<file path="src/rtl/dotp_pkg.sv">
package dotp_pkg;

    localparam int DATA_W     = 16;
    localparam int PROD_W     = 2 * DATA_W;
    localparam int ACC_W      = 40;
    localparam int LEN_W      = 9;
    localparam int MUL_STAGES = 4;
    localparam int ADD_STAGES = 4;

    typedef logic signed [DATA_W-1:0] elem_t;
    typedef logic signed [PROD_W-1:0] prod_t;
    typedef logic signed [ACC_W-1:0]  acc_t;
    typedef logic [LEN_W-1:0]         len_t;

    typedef enum logic [1:0] {
        PH_IDLE   = 2'd0,
        PH_FEED   = 2'd1,
        PH_DRAIN  = 2'd2,
        PH_REDUCE = 2'd3
    } phase_t;

    typedef struct packed {
        logic  vld;
        prod_t val;
    } prod_slot_t;

    function automatic acc_t widen(input prod_t p);
        return {{(ACC_W-PROD_W){p[PROD_W-1]}}, p};
    endfunction

endpackage

</file>
<file path="src/rtl/dotp_mul_pipe.sv">
module dotp_mul_pipe
    import dotp_pkg::*;
#(
    parameter int STAGES = MUL_STAGES
) (
    input  logic       clk,
    input  logic       rst,
    input  logic       in_vld,
    input  elem_t      a,
    input  elem_t      b,
    output prod_slot_t out_slot,
    output logic       busy
);
    localparam int PSTG = STAGES - 1;

    elem_t      a_q, b_q;
    logic       v_q;
    prod_slot_t slot_q [PSTG];
    prod_t      mul_res;
    logic [PSTG-1:0] slot_v;

    always_comb mul_res = prod_t'(a_q) * prod_t'(b_q);

    always_ff @(posedge clk) begin
        if (rst) begin
            v_q <= 1'b0;
            a_q <= '0;
            b_q <= '0;
            slot_q[0] <= '0;
        end else begin
            v_q <= in_vld;
            a_q <= a;
            b_q <= b;
            slot_q[0] <= '{vld: v_q, val: mul_res};
        end
    end

    for (genvar i = 1; i < PSTG; i++) begin : g_delay
        always_ff @(posedge clk) begin
            if (rst) slot_q[i] <= '0;
            else     slot_q[i] <= slot_q[i-1];
        end
    end

    for (genvar i = 0; i < PSTG; i++) begin : g_vbits
        assign slot_v[i] = slot_q[i].vld;
    end

    assign out_slot = slot_q[PSTG-1];
    assign busy     = v_q | (|slot_v);
endmodule

</file>
<file path="src/rtl/dotp_acc_ring.sv">
module dotp_acc_ring
    import dotp_pkg::*;
#(
    parameter int SLOTS = ADD_STAGES
) (
    input  logic       clk,
    input  logic       rst,
    input  logic       clear,
    input  prod_slot_t add_in,
    output acc_t       total
);
    acc_t ring_q [SLOTS];
    acc_t addend;

    always_comb addend = add_in.vld ? widen(add_in.val) : '0;

    always_ff @(posedge clk) begin
        if (rst || clear) ring_q[0] <= '0;
        else              ring_q[0] <= ring_q[SLOTS-1] + addend;
    end

    for (genvar i = 1; i < SLOTS; i++) begin : g_ring
        always_ff @(posedge clk) begin
            if (rst || clear) ring_q[i] <= '0;
            else              ring_q[i] <= ring_q[i-1];
        end
    end

    always_comb begin
        total = '0;
        for (int i = 0; i < SLOTS; i++) total = total + ring_q[i];
    end
endmodule

</file>
<file path="src/rtl/dotp_ctrl.sv">
module dotp_ctrl
    import dotp_pkg::*;
(
    input  logic   clk,
    input  logic   rst,
    input  logic   start,
    input  len_t   vec_len,
    input  logic   in_valid,
    input  logic   pipe_busy,
    output logic   accept,
    output logic   clear,
    output logic   reduce_go,
    output logic   busy,
    output len_t   cnt_o,
    output len_t   len_o
);
    phase_t phase_q;
    len_t   cnt_q, len_q, cnt_nx;

    assign accept    = (phase_q == PH_FEED) && in_valid;
    assign clear     = (phase_q == PH_IDLE) && start;
    assign reduce_go = (phase_q == PH_REDUCE);
    assign busy      = (phase_q != PH_IDLE);
    assign cnt_nx    = cnt_q + 1'b1;
    assign cnt_o     = cnt_q;
    assign len_o     = len_q;

    always_ff @(posedge clk) begin
        if (rst) begin
            phase_q <= PH_IDLE;
            cnt_q   <= '0;
            len_q   <= '0;
        end else begin
            unique case (phase_q)
                PH_IDLE: if (start) begin
                    len_q   <= vec_len;
                    cnt_q   <= '0;
                    phase_q <= (vec_len == '0) ? PH_DRAIN : PH_FEED;
                end
                PH_FEED: if (in_valid) begin
                    cnt_q <= cnt_nx;
                    if (cnt_nx == len_q) phase_q <= PH_DRAIN;
                end
                PH_DRAIN: if (!pipe_busy) phase_q <= PH_REDUCE;
                PH_REDUCE: phase_q <= PH_IDLE;
                default: phase_q <= PH_IDLE;
            endcase
        end
    end
endmodule

</file>
<file path="src/rtl/dotp_unit.sv">
module dotp_unit
    import dotp_pkg::*;
(
    input  logic              clk,
    input  logic              rst,
    input  logic              start,
    input  logic [LEN_W-1:0]  vec_len,
    input  logic              in_valid,
    input  logic [DATA_W-1:0] a_in,
    input  logic [DATA_W-1:0] b_in,
    output logic [ACC_W-1:0]  result,
    output logic              done
);
    logic       accept, clear, reduce_go, busy, pipe_busy;
    len_t       ctl_cnt, ctl_len;
    prod_slot_t mul_out;
    acc_t       ring_total;
    acc_t       result_q;
    logic       done_q;

    dotp_ctrl u_ctrl (
        .clk(clk), .rst(rst), .start(start), .vec_len(vec_len),
        .in_valid(in_valid), .pipe_busy(pipe_busy), .accept(accept),
        .clear(clear), .reduce_go(reduce_go), .busy(busy),
        .cnt_o(ctl_cnt), .len_o(ctl_len)
    );

    dotp_mul_pipe #(.STAGES(MUL_STAGES)) u_mul (
        .clk(clk), .rst(rst), .in_vld(accept), .a(elem_t'(a_in)),
        .b(elem_t'(b_in)), .out_slot(mul_out), .busy(pipe_busy)
    );

    dotp_acc_ring #(.SLOTS(ADD_STAGES)) u_ring (
        .clk(clk), .rst(rst), .clear(clear), .add_in(mul_out),
        .total(ring_total)
    );

    always_ff @(posedge clk) begin
        if (rst) begin
            result_q <= '0;
            done_q   <= 1'b0;
        end else begin
            done_q <= reduce_go;
            if (reduce_go) result_q <= ring_total;
        end
    end

    assign result = result_q;
    assign done   = done_q;
endmodule

</file>
<file path="config.mk">
export PLATFORM = sky130hd
export DESIGN_NAME = dotp_unit
export DESIGN_NICKNAME = d
export VERILOG_FILES = /design/src/rtl/dotp_pkg.sv /design/src/rtl/dotp_mul_pipe.sv /design/src/rtl/dotp_acc_ring.sv /design/src/rtl/dotp_ctrl.sv /design/src/rtl/dotp_unit.sv
export SDC_FILE = /design/constraint.sdc
export NUM_CORES = 1
export LEC_CHECK = 0
export BUFFER_PORTS_ARGS = -buffer_cell sky130_fd_sc_hd__buf_2
export CAP_MARGIN = 20
export CORE_MARGIN = 8
export CORE_UTILIZATION = 30
export DETAILED_ROUTE_END_ITERATION = 8
export SLEW_MARGIN = 20
export SYNTH_ARGS = -nofsm -noshare
export SYNTH_HDL_FRONTEND = slang
export SYNTH_SLANG_ARGS = --single-unit
</file>
<file path="constraint.sdc">
create_clock -name clk -period 6 [get_ports clk]
set_input_delay 1.2 -clock clk [delete_from_list [all_inputs] [get_ports clk]]
set_output_delay 1.2 -clock clk [all_outputs]
set_load 0.1 [all_outputs]
</file>
* Word level (Yosys, flattened, before mapping)
Memory sizes are Yosys's and may differ from the RTL's.
Cells that the tools add are included.
** Storage, ports and cells
- Register bits :: 94
- Bits in writable memories :: 259
- Word-level logic and storage cells :: 65
- Memories kept :: 2
** Cells by class
- Add/sub/neg operators :: 5
- Multipliers :: 1
- Equal/unequal tests :: 8
- Mux-type cells :: 23
- Bitwise logic cells :: 8
- Reduce and logical (&&, ||, !) cells :: 10
** Memories
- u_ring.ring_q :: depth 4, bits a word 40, read ports 4, clocked after Yosys merged registers in 0, write ports 4, line dotp_acc_ring.sv:12 : acc_t ring_q [SLOTS];
- u_mul.slot_q :: depth 3, bits a word 33, read ports 3, clocked after Yosys merged registers in 0, write ports 3, line dotp_mul_pipe.sv:18 : prod_slot_t slot_q [PSTG];
** Operators by type and width (number)
- 40-bit 2-to-1 mux :: 5
- 40-bit adder :: 4
- 33-bit 2-to-1 mux :: 3
- 16-bit by 16-bit multiplier with 32-bit output :: 1
- 9-bit 2-to-1 mux :: 2
- 9-bit case mux with 2 select lines :: 1
- 2-bit 2-to-1 mux :: 5
- 9-bit by 1-bit adder with 9-bit output (second input constant) :: 1
- 9-bit equality test :: 1
- 9-bit zero test :: 1
- 2-bit inequality test (second input constant) :: 4
- 1-bit OR :: 8
- 2-bit case mux with 4 select lines :: 1
- 1-bit 2-to-1 mux :: 6
- 2-bit equality test (second input constant) :: 2
- 4-bit AND reduction :: 1
- 3-bit AND reduction :: 1
- 3-bit OR reduction :: 1
- 2-bit by 1-bit equality test with 1-bit output (second input constant) :: 1
- 1-bit logical AND :: 2
- 2-bit zero test :: 1
- 2-bit AND reduction :: 1
- 2-bit nonzero test :: 1
- 1-bit logical OR :: 1

* Logic depth before layout (Yosys ltp)
- Word-level depth :: 6
- Mapped depth :: 26

* Hierarchy
From an unflattened synthesis, not the netlist that was laid out.
** Unflattened totals
- Cell total of the unflattened synthesis :: 2958
- Area, all modules :: 27066.0 um2
** Modules (own cells, without submodules)
- dotp_mul_pipe :: times used 1, cells each 1386, area an instance 13480.4 um2, sequential area each 2642.5 um2
- dotp_acc_ring :: times used 1, cells each 1281, area an instance 10898.0 um2, sequential area each 3203.1 um2
- dotp_unit :: times used 1, cells each 131, area an instance 1485.2 um2, sequential area each 820.8 um2
- dotp_ctrl :: times used 1, cells each 160, area an instance 1202.4 um2, sequential area each 400.4 um2

* Worst setup path after synthesis
OpenSTA, ideal clock, no wires.
- Path type :: reg-to-reg
- Start point :: register u_mul.a_q[15]
- End point :: memory u_mul.slot_q[0][31] in the netlist's numbering
- Library setup time :: 0.071 ns
- Data arrival time :: 6.314 ns
- Data required time :: 5.929 ns
- Slack :: -0.384 ns
- Stages on the path, launching flop included :: 25
- Path buffers :: 1
- Path through :: dfxtp_1 > clkbuf_1 > nand2_1 > inv_1 > fa_1 > inv_1 > fa_1 > fa_1 > inv_1 > fa_1 > fa_1 > inv_1 > fa_1 > inv_1 > ha_1 > a21o_1 > a21o_1 > a21o_1 > a2111oi_0 > o31ai_1 > a41oi_1 > a21oi_1 > o21a_1 > or3_1 > a21oi_1
** RTL lines
- from (decl) :: line dotp_mul_pipe.sv:16 : elem_t a_q, b_q;
- from (signal assigned) :: line dotp_mul_pipe.sv:27 : a_q <= '0;
- from (signal assigned) :: line dotp_mul_pipe.sv:32 : a_q <= a;
- to (decl) :: line dotp_mul_pipe.sv:18

==> impl_metrics.py <==
metrics = {
    "outcome": {
        "status": "finished, final reports clean",
    },
    "setup_path": {
        "start_kind": "register",
        "cp_num_buf_inv": 4,
        "crit_chain": "buf_12, buf_12, and2_4, fa_1, fa_1, fa_1, fa_1, fa_1, inv_2, fa_1, inv_2, ha_4, a21o_1, a21o_1, a2111oi_4, o31ai_2, a41oi_2, a21oi_2, o21a_1, or3_1, a21oi_2",
        "crit_type": "register to register",
        "arrival_ps": 6440,
        "worst-path-max-fanout": 8,
        "reg2reg_depth": 21,
        "worstSetupPathDepth": 21,
        "cpMaxStageDelayCell": "fa_1",
        "crit_family": "adder cells",
        "required_ps": 6500,
        "path_common_cell": "fa_1",
        "critPathCaptureType": "register",
        "r2r-start": "u_mul.a_q[7]",
        "crit_start": "u_mul.a_q[7]",
        "cpPeakStageDelay_ps": 520,
    },
    "floorplanning": {
        "core_um2": 85010,
        "io_pins": 86,
        "chipWidth_um": 308.5,
        "die_h_um": 308.5,
        "initial_core_util_pct": 30.20,
        "rows": 107,
        "die_area_um2": 95190,
    },
    "timing": {
        "drv_slew": 0,
        "relSlewSlack_pct": 35.82,
        "fmax_ghz": 0.1682,
        "finClkSkew_ps": 23.71,
        "hold_viol": 0,
        "min_period_ps": 5945,
        "finalCritPeriodShare_pct": 99.08,
        "rsz0062_at_grt": "true",
        "tightestPinTransition_ps": 962.8,
        "hold_ws_ps": 416.2,
        "setup_viol": 0,
    },
    "clocking": {
        "cts_hold_buf": 0,
        "htree_num_levels": 2,
        "clockRootBuffer": "clkbuf_16",
        "clk_latency_ps": 580,
        "clk_pin_slew_ps": 70,
        "cts_buffers": 38,
        "cts.sinks": 353,
        "cts_buffer_depth": 3,
        "cts_tree": "yes",
    },
    "drt": {
        "post-route-drc-count": 0,
        "drt_iter0_markers": 865,
        "dr.pass1.iters": 4,
        "routed_wl_um": 56840,
        "dr_total_vias": 17740,
        "vias_per_cell": 4.436,
        "drtAntennaViolNets": 0,
        "avgRoutedWirePerCell_um": 14.21,
    },
    "global_routing": {
        "gr-total-overflow": 0,
        "grt_pass1_vias": 18220,
        "antenna_found_initial": 0,
        "grt_use_total_pct": 11.96,
        "grt_pass1_wl_um": 94720,
        "grt_max_degree": 131,
    },
    "placed_design": {
        "hpwl_um": 44670,
        "place.port_buffers": 85,
        "gp_congestion": 0.8323,
    },
    "logic_synthesis": {
        "ys_warn_count": 0,
        "avgSynthCellArea_um2": 9.659,
        "synthArstFlopShare_pct": 0,
        "yosysMostFrequentCell": "dfxtp_1",
        "ys.flop_type": "dfxtp_1",
        "synth_top_area_share_pct": 27.53,
        "synth_seq_cells": 353,
        "synth_largest_area_cell": "dfxtp_1",
        "ys_seq_area_share_pct": 27.53,
        "synth_cells": 2658,
        "mappedNetlistArea_um2": 25670,
        "synth_common_cells": "dfxtp_1 (353), fa_1 (341), inv_1 (310)",
        "synth_fp_nets": 3209,
        "yosysUniqueCellTypes": 73,
        "synth_edf_count": 0,
        "synth.area.top_cells": "dfxtp_1 (28%), fa_1 (27%), ha_1 (8.0%)",
    },
    "power": {
        "ir_worst_vdd_mv": 0.2183,
        "p_leak_uw": 0.01460,
        "power.density_nw_per_um2": 256.8,
    },
    "flow_run": {
        "cap_violations": 0,
    },
    "layout": {
        "n_antenna_cell": 0,
        "drive_gt1_share_pct": 13.59,
        "nFillCells": 8568,
        "multi_input_area_um2": 17310,
        "seq_area_um2": 7119,
        "final_nets": 3378,
        "syn2layout_area_growth_pct": 16.91,
        "final_util_pct": 35.31,
    },
    "min_path": {
        "min_path_cells": 1,
        "min_from": "u_mul.slot_q[0][5]",
        "worstHoldPathType": "register to register",
    },
}
[per-stage QoR]
stage	instance area, um2	std cells	total power (uW)	worst slack [ps]	setup TNS (ps)
floorplan	25710	2658	4355	2.709	0
detailed placement	28270	3920	5086	-224.2	-844.5
global placement	28270	3920	5056	-222.9	-634.2
CTS	29700	3989	7708	0.4263	0
global route	30010	3999	8277	-137.0	-356.3
finish	30010	3999	7709	55.21	0
[flip-flops by register name (all words and copies together), names as in the netlist]
register        count
done                1
result             40
u_ctrl.cnt_o        9
u_ctrl.len_o        9
u_ctrl.phase_q      2
u_mul.a_q          16
u_mul.b_q          16
u_mul.slot_q       99
u_mul.v_q           1
u_ring.ring_q     160
[per-layer routing]
layer	up-vias	part of all wire (%)	GRT usage, %
li1	8914	-	-
met1	8488	51	17.45
met2	270	43	18.51
met3	67	4.1	1.989
met4	0	1.8	2.622
met5	-	0	0
[timing repair]
| item | in CTS | in global routing |
|---|---|---|
| gates cloned | 0 | 0 |
| pin swaps | 4 | 31 |
| resized for setup | 20 | 74 |
| buffers inserted | 1 | 10 |
| endpoints found under the setup margin | 8 | 12 |
[path summary, 6_finish.rpt]
kind                                            end  slack (ps)
worst min-delay path             u_mul.slot_q[1][5]         420
worst max-delay path            u_mul.slot_q[0][31]          60
worst max register to register  u_mul.slot_q[0][31]          60
worst min register to register   u_mul.slot_q[1][5]         420
[worst reg2reg max path, stage by stage (launching register included)]
cell	delay [ps]
dfxtp_4	350
buf_12	130
buf_12	130
and2_4	160
fa_1	500
fa_1	520
fa_1	520
fa_1	510
fa_1	510
inv_2	40
fa_1	490
inv_2	50
ha_4	230
a21o_1	170
a21o_1	210
a2111oi_4	350
o31ai_2	100
a41oi_2	220
a21oi_2	90
o21a_1	170
or3_1	320
a21oi_2	130
[report_power, final]
part           leakage (uW)  total (uW)  internal, uW  switching (uW)
Clock              0.000654        2530          1500            1030
Sequential          0.00288        2570          2510            59.6
Combinational        0.0111        2610          1190            1430
[cell usage in the layout, fill, tap and decap left out, types with 12 or more instances in the layout]
cell	instances
a211oi_1	24
a21o_1	45
a21oi_1	92
and2_1	150
and3_1	142
buf_2	84
buf_4	129
clkbuf_16	38
dfxtp_1	331
dfxtp_2	12
fa_1	329
fa_2	12
ha_1	159
inv_1	299
mux2i_1	18
nand2_1	210
nand2b_1	19
nand3_1	24
nor2_1	158
nor2b_1	120
nor3_1	28
o21a_1	16
o21ai_0	47
o21ai_1	15
xnor2_1	58
xor2_1	46
[cell families after synthesis]
| kind of cell | Yosys count | share of synthesized area (%) |
|---|---|---|
| flip-flops | 353 | 27.53 |
| multiplexers | 20 | 0.7895 |
| AO/OA/AOI/OAI | 345 | 8.787 |
| XOR/XNOR | 104 | 3.548 |
| adder cells (fa/ha/maj) | 506 | 34.63 |
| buffers and inverters | 412 | 6.053 |
| AND/OR/NAND/NOR | 918 | 18.67 |
[final cells by class]
type / instances / area share [%]
Clock buffer: 46 / 3.435
Clock inverter: 22 / 1.071
Inverter: 311 / 3.889
Multi-Input combinational cell: 1893 / 57.69
Sequential cell: 353 / 23.72
Tap cell: 1144 / 4.769
Timing Repair Buffer: 230 / 5.428
Power figures use the tool's default switching activity.
